[src/rtl/escclk_pkg.sv]
package escclk_pkg;
  // strobes from control to datapath
  typedef struct packed {
    logic start;  // first edge with enable high
    logic wrap;   // end of period: reload divisor, flip pad
    logic clear;  // enable low: synchronous restart
  } dpStrobes_t;
endpackage

[src/rtl/escclk_ctrl.sv]
module escclk_ctrl
  import escclk_pkg::*;
(
  input  logic       clk,
  input  logic       rstN,
  input  logic       escEn,
  input  logic       periodEnd,
  output logic       running,
  output dpStrobes_t strb
);

  logic runReg;

  always_ff @(posedge clk) begin
    if (!rstN) runReg <= 1'b0;
    else       runReg <= escEn;
  end

  assign running = runReg;

  always_comb begin
    strb.clear = !escEn;
    strb.start = escEn && !runReg;
    strb.wrap  = escEn && runReg && periodEnd;
  end

  AST_ONE_STROBE: assert property (@(posedge clk) disable iff (!rstN)
    $onehot0({strb.clear, strb.start, strb.wrap}));

  AST_RUN_FOLLOWS: assert property (@(posedge clk) disable iff (!rstN)
    strb.start |=> running);

endmodule

[src/rtl/escclk_dp.sv]
module escclk_dp
  import escclk_pkg::*;
#(
  parameter int DIV_W = 13
) (
  input  logic             clk,
  input  logic             rstN,
  input  logic             running,
  input  dpStrobes_t       strb,
  input  logic [DIV_W-1:0] divisor,
  output logic             periodEnd,
  output logic             levelOut,
  output logic             padOut
);

  localparam logic [DIV_W-1:0] ONE = DIV_W'(1);

  logic [DIV_W-1:0] cnt;
  logic [DIV_W-1:0] curDiv;
  logic             padReg;
  logic [DIV_W-1:0] divEff;
  logic [DIV_W:0]   highLen;

  assign divEff  = (divisor == '0) ? ONE : divisor;
  assign highLen = ({1'b0, curDiv} + (DIV_W+1)'(1)) >> 1;

  always_ff @(posedge clk) begin
    if (!rstN) begin
      cnt    <= '0;
      curDiv <= ONE;
      padReg <= 1'b0;
    end else if (strb.clear) begin
      cnt    <= '0;
      curDiv <= ONE;
      padReg <= 1'b0;
    end else if (strb.start) begin
      cnt    <= '0;
      curDiv <= divEff;
    end else if (strb.wrap) begin
      cnt    <= '0;
      curDiv <= divEff;
      padReg <= ~padReg;
    end else if (running) begin
      cnt    <= cnt + ONE;
    end
  end

  assign periodEnd = running && (cnt == curDiv - ONE);
  assign levelOut  = running && ({1'b0, cnt} < highLen);
  assign padOut    = padReg;

  AST_CNT_RANGE: assert property (@(posedge clk) disable iff (!rstN)
    running |-> (cnt < curDiv));

  AST_DIV_NONZERO: assert property (@(posedge clk) disable iff (!rstN)
    curDiv != '0);

  AST_DIV_HOLD: assert property (@(posedge clk) disable iff (!rstN)
    (running && !strb.wrap && !strb.clear) |=> $stable(curDiv));

  AST_PAD_FLIP: assert property (@(posedge clk) disable iff (!rstN)
    strb.wrap |=> (padReg != $past(padReg)));

endmodule

[src/rtl/escclk_cfg.sv]
module escclk_cfg (
  input  logic clk,
  input  logic rstN,
  input  logic ifEn,
  input  logic cfgWr,
  input  logic cfgWrData,
  input  logic errClr,
  output logic contClk,
  output logic wrErr
);

  logic contReg;
  logic errReg;

  always_ff @(posedge clk) begin
    if (!rstN) begin
      contReg <= 1'b0;
      errReg  <= 1'b0;
    end else begin
      if (cfgWr && !ifEn) contReg <= cfgWrData;
      if (cfgWr && ifEn)  errReg  <= 1'b1;
      else if (errClr)    errReg  <= 1'b0;
    end
  end

  assign contClk = contReg;
  assign wrErr   = errReg;

  AST_CFG_LOCK: assert property (@(posedge clk) disable iff (!rstN)
    ifEn |=> $stable(contClk));

  AST_ERR_SET: assert property (@(posedge clk) disable iff (!rstN)
    (cfgWr && ifEn) |=> wrErr);

  AST_CFG_LOAD: assert property (@(posedge clk) disable iff (!rstN)
    (cfgWr && !ifEn) |=> (contClk == $past(cfgWrData)));

endmodule

[src/rtl/escclk_gen.sv]
module escclk_gen
  import escclk_pkg::*;
#(
  parameter int DIV_W = 13
) (
  input  logic             clk,
  input  logic             rstN,
  input  logic             escEn,
  input  logic [DIV_W-1:0] divisor,
  input  logic             ifEn,
  input  logic             cfgWr,
  input  logic             cfgWrData,
  input  logic             errClr,
  output logic             escLevel,
  output logic             escTick,
  output logic             padToggle,
  output logic             contClk,
  output logic             wrErr
);

  dpStrobes_t strb;
  logic       running;
  logic       periodEnd;

  escclk_ctrl u_ctrl (
    .clk       (clk),
    .rstN      (rstN),
    .escEn     (escEn),
    .periodEnd (periodEnd),
    .running   (running),
    .strb      (strb)
  );

  escclk_dp #(.DIV_W(DIV_W)) u_dp (
    .clk       (clk),
    .rstN      (rstN),
    .running   (running),
    .strb      (strb),
    .divisor   (divisor),
    .periodEnd (periodEnd),
    .levelOut  (escLevel),
    .padOut    (padToggle)
  );

  assign escTick = periodEnd;

  escclk_cfg u_cfg (
    .clk       (clk),
    .rstN      (rstN),
    .ifEn      (ifEn),
    .cfgWr     (cfgWr),
    .cfgWrData (cfgWrData),
    .errClr    (errClr),
    .contClk   (contClk),
    .wrErr     (wrErr)
  );

  AST_DIS_QUIET: assert property (@(posedge clk) disable iff (!rstN)
    !escEn |=> (!escLevel && !escTick && !padToggle));

  AST_TICK_ENDS_HIGH_OR_ONE: assert property (@(posedge clk) disable iff (!rstN)
    (escTick && escEn) |=> escLevel);

endmodule

[config.mk]
export PLATFORM = sky130hd
export DESIGN_NAME = escclk_gen
export DESIGN_NICKNAME = d
export VERILOG_FILES = /design/src/rtl/escclk_pkg.sv /design/src/rtl/escclk_ctrl.sv /design/src/rtl/escclk_dp.sv /design/src/rtl/escclk_cfg.sv /design/src/rtl/escclk_gen.sv
export SDC_FILE = /design/constraint.sdc
export NUM_CORES = 1
export LEC_CHECK = 0
export BUFFER_PORTS_ARGS = -buffer_cell sky130_fd_sc_hd__buf_2
export CAP_MARGIN = 40
export CORE_MARGIN = 2
export CORE_UTILIZATION = 58
export DETAILED_ROUTE_END_ITERATION = 10
export PLACE_DENSITY = 0.82
export SETUP_SLACK_MARGIN = 0.05
export SLEW_MARGIN = 0
export SYNTH_ARGS = -nofsm -noshare
export SYNTH_HDL_FRONTEND = slang
export SYNTH_HIERARCHICAL = 1
export SYNTH_SLANG_ARGS = --single-unit
[constraint.sdc]
create_clock -name clk -period 4.04 [get_ports clk]
set_input_delay 0.404 -clock clk [delete_from_list [all_inputs] [get_ports clk]]
set_output_delay 0.404 -clock clk [all_outputs]
set_load 0.005 [all_outputs]
; Word level (Yosys, flattened, before mapping)
; Index checks and enable logic that the tools add are counted.
; W data, S select, Z words.
[totals]
output_inout_bits = 5
inputBits = 20
register_bits = 30
[op_classes]
bitwise = 4
addsub = 3
eq_ne = 1
reduce_logical = 15
n_lt_le_gt_ge = 1
n_mux = 5
[op_table]
columns = operator, count
row1 = $mux W13, 3
row2 = $add A13 B1 Y14 const B, 1
row3 = $add A13 B1 Y13 const B, 1
row4 = $eq A13 B13 Y1, 1
row5 = $logic_not A13 Y1, 1
row6 = $lt A13 B13 Y1, 1
row7 = $sub A13 B1 Y13 const B, 1
row8 = $logic_and A1 B1 Y1, 7
row9 = $not A1 Y1, 4
row10 = $reduce_and A2 Y1, 2
row11 = $reduce_bool A2 Y1, 2
row12 = $reduce_or A4 Y1, 1
row13 = $logic_not A1 Y1, 2
row14 = $mux W1, 2

; Depth between registers and ports, before layout
[depth]
ltp_word = 6
mapped_depth = 16
ltp_nobuf = 13

; Hierarchy
; The synthesis kept the hierarchy.
[by_module_without_submodules]
columns = module, cells_each, instances, area_each_um2
row1 = escclk_dp, 231, 1, 1933.1
row2 = escclk_cfg, 9, 1, 88.8
row3 = escclk_ctrl, 5, 1, 45.0

; Least setup slack after synthesis
; OpenSTA, ideal clock, no wires.
[synth_path]
path_kind = reg2reg
startpoint = register u_dp.curDiv[0]
endpoint = register u_dp.cnt[10]
synth_period_minus_slack_ps = 3205
stages_incl_launch_ff = 15
required_ps = 3912
arrival_time_ps = 3077
slack_ps = 835
path_cell_list = dfxtp_1 -> clkbuf_1 -> inv_1 -> ha_1 -> or4b_4 -> buf_6 -> nor4_4 -> xnor2_1 -> or4_4 -> nor4_2 -> and3_1 -> or3_1 -> clkbuf_1 -> clkbuf_1 -> nor2_1
[synth_lines]
columns = element, line
row1 = start: declaration, escclk_dp.sv:19  ; logic [DIV_W-1:0] curDiv;
row2 = start signal: assignment, escclk_dp.sv:38  ; curDiv <= divEff;
row3 = start signal: assignment, escclk_dp.sv:41  ; curDiv <= divEff;
row4 = end signal: assignment, escclk_dp.sv:44  ; cnt <= cnt + ONE;
row5 = end: declaration, escclk_dp.sv:18  ; logic [DIV_W-1:0] cnt;

==> summary.txt <==
================================================================================
Sequential cell area in the final layout ..........................      601 um2
Htree depth .......................................................            2
Number of vias in the routed layout ...............................        1,790
Unrepaired setup endpoints after global routing ...................        false
Combinational power share .........................................        12.5%
Maximum clock frequency ...........................................      286 MHz
Number of instances in the synthesized netlist ....................          245
Sw Share ..........................................................        27.8%
Max cap viols .....................................................            0
Leakage power .....................................................  0.000875 uW
Ys Warns ..........................................................            6
Count of distinct cell types in the synthesized netlist ...........           46
Launching element type of the critical path .......................    flip-flop
Number of enable flip-flop cells after synthesis ..................            0
Dominant register cell in the synthesized netlist ................. sky130_fd_sc_hd__dfxtp_1
Number of buffers inserted by post-CTS setup repair ...............            0
Number of nets still failing antenna checks after routing .........            0
Number of antenna violations at the first check in global routing .            0
Share of the yosys chip area belonging to registers ...............        29.1%
Die Wd ............................................................      63.7 um
Worst-case clock skew .............................................      16.2 ps
Synthesized area per cell .........................................     8.44 um2
CP Data Required Time .............................................      4300 ps
Clock Latency Late Sink ...........................................       340 ps
Syn Std Cell Area .................................................     2070 um2
Actual transition at the worst max-transition pin .................       753 ps
Routed wire length ................................................      4400 um
Number of remaining DRC errors ....................................            0
Global-route wire length before repair ............................      7410 um
Area of the die ...................................................     4060 um2
Violation count after the first detailed-routing iteration ........          134
Net switching power of the design .................................       153 uW
CTS Buf Count .....................................................            5
Core area .........................................................     3390 um2
Clock-pin transition on the worst setup and hold timing paths .....        90 ps
Maximum number of pins on one net before global-route repair ......           16
Total I/O pin count ...............................................           25
Maximum fanout along the worst path ...............................           12
Worst supply voltage drop on vdd ..................................     0.214 mV
Setup CP Type .....................................................      reg2reg
Count of endpoints failing hold in the final timing report ........            0
Cell type with the largest total area after synthesis ............. sky130_fd_sc_hd__dfxtp_1
First-pass iteration count of the detailed router .................            4
Buffer type at the clock tree root ................................ sky130_fd_sc_hd__clkbuf_4
Count of pins over their slew limit ...............................            0
Top area cells in the synthesized netlist ......................... sky130_fd_sc_hd__dfxtp_1 (29%), sky130_fd_sc_hd__ha_1 (9.1%), sky130_fd_sc_hd__xnor2_1 (8.5%)
Post-route design area ............................................     2210 um2
Syn Nets ..........................................................          280
Mean number of vias per cell ......................................         5.83
P per Cell Area ...................................................   250 nW/um2
Leftover overflow at the end of global routing ....................            0
CTS tree ..........................................................        built
Number of synthesized register bits ...............................           30
Antenna cell count ................................................            0
Height of the chip ................................................      63.7 um
Critical path data arrival time ...................................      3760 ps
Area added between synthesis and finish ...........................        6.78%
Area share of the largest cell type after synthesis ...............        29.1%
Final total negative setup slack ..................................         0 ps
Post-route total power ............................................       551 uW
Most common cell in the synthesized netlist ....................... sky130_fd_sc_hd__dfxtp_1
Final Cycle Share .................................................        86.5%
Setup violators final .............................................            0
Ratio of cells with drive above 1 in the final layout .............        15.3%
Average wire length per cell after detail routing .................      14.3 um
Initial core utilization ..........................................        61.0%
HP Class ..........................................................       in2reg
FFs w/ async S/R, synth ...........................................           0%
Placed instance area ..............................................     2160 um2
Worst relative slew slack .........................................        49.6%
Count of filler cells inserted in the layout ......................          311
Area of the multi-input gates .....................................     1350 um2
Hold_buf cts ......................................................            0
Resized cells post-CTS ............................................            0
Synth cell count leaders .......................................... sky130_fd_sc_hd__dfxtp_1 (30), sky130_fd_sc_hd__nor2_1 (22), sky130_fd_sc_hd__xnor2_1 (20)
Maximum clock path buffer count ...................................            2
Status ............................................................ complete, no violations
Cell-internal power ...............................................       398 uW
Final Critical Period .............................................      3500 ps
Detailed Place HPWL ...............................................      3320 um
Final GP Congestion ...............................................        0.842
PortBufs ..........................................................           24
Site row count ....................................................           21
Sequential power share ............................................        57.0%
Relative contribution of the clock network to total power .........        30.5%
Kind of capture point of the worst setup path .....................    flip-flop
All-Layer GR Usage ................................................        23.6%
Via count of the first global-routing pass ........................        1,592
Sink count of the clock tree ......................................           30
Net count reported at finish ......................................          296
================================================================================
## path summary, 6_finish.rpt
path	slack, ps	cells past startpoint	end	start
hold reg to reg	470	2	u_cfg/wrErr	u_cfg/wrErr
setup reg to reg	540	12	u_dp/curDiv[5]	u_dp/curDiv[0]
hold / removal	290	2	u_dp/curDiv[4]	divisor[4]
setup / recovery	540	12	u_dp/curDiv[5]	u_dp/curDiv[0]
## power by group through the flow
stage,Sequential (uW),Combinational [uW],Clock [uW]
6_report,314,68.9,168
5_1_grt,316,77.7,183
4_1_cts,314,68.6,169
3_5_place_dp,321,68.2,0
3_3_place_gp,320,65.7,0
2_1_floorplan,312,54.9,0
## layout make-up
cell class / instances / share of cell area [%]
multi-input cells: 193 / 61.3
flip-flops and latches: 30 / 27.2
repair buffers: 25 / 5.67
well taps: 46 / 2.61
clock buffers: 5 / 1.70
inverters: 6 / 1.02
clock inverters: 2 / 0.454
## worst max-delay path: stages (launching register included)
cell and delay [ps]:
sky130_fd_sc_hd__dfxtp_1 400, sky130_fd_sc_hd__inv_1 110, sky130_fd_sc_hd__ha_1 200, sky130_fd_sc_hd__or4b_4 530, sky130_fd_sc_hd__nor4_4 170, sky130_fd_sc_hd__xnor2_1 90, sky130_fd_sc_hd__or4_4 520, sky130_fd_sc_hd__nor4_2 240
sky130_fd_sc_hd__and3_1 270, sky130_fd_sc_hd__nor2_1 70, sky130_fd_sc_hd__nor2_1 590, sky130_fd_sc_hd__nand2_1 130, sky130_fd_sc_hd__o21ai_0 100
## flip-flops by register name, indices dropped and copies added, names as in the netlist
register and count:
u_cfg/contClk 1, u_cfg/wrErr 1, u_ctrl/running 1, u_dp/cnt 13
u_dp/curDiv 13, u_dp/padOut 1
## per-stage QoR
stage | worst slack (ps) | cells | hold slack [ps] | utilization [%]
6_report | 544 | 307 | 288 | 65.1
5_1_grt | 278 | 307 | 291 | 65.1
4_1_cts | 554 | 307 | 287 | 65.1
3_5_place_dp | 593 | 300 | 461 | 63.7
3_3_place_gp | 759 | 299 | 450 | 63.6
2_1_floorplan | 835 | 245 | 451 | -
## metal layers
metal	global-route usage, %	vias to the layer above	wire length (um)
met1	30.6	829	2030
met5	0	-	0
li1	-	901	-
met3	4.64	9	196
met4	9.51	0	86
met2	38.2	51	2100
## cells by family after synthesis
logic type | count (synthesis) | share of synthesized area, %
and+or+nand+nor | 98 | 26.5
buffers and inverters | 22 | 5.45
muxes | 2 | 0.969
xor gates and xnor gates | 36 | 15.3
DFF | 30 | 29.1
AOI/OAI and AO/OA | 42 | 13.7
adders and majority gates | 15 | 9.08
## layout by cell type, fill, tap and decap left out, drive strengths merged, types with 2 or more instances in the layout
cell type	Yosys	final
dfxtp	30	30
buf	8	25
nor2	22	22
xnor2	20	20
xor2	16	16
ha	15	15
nand2	14	14
nand3	10	10
nor3	10	10
o21ai	10	10
a22o	10	10
nor4	10	10
a21oi	8	8
nand4	7	7
inv	6	6
and3	6	6
clkbuf	8	5
nand2b	4	4
a21o	4	4
nor2b	4	4
or3	3	3
clkinv	0	2
mux2i	2	2
a22oi	2	2
a31oi	2	2
a21boi	2	2
or4	2	2
Note: power is estimated with default switching activity, not from simulation.
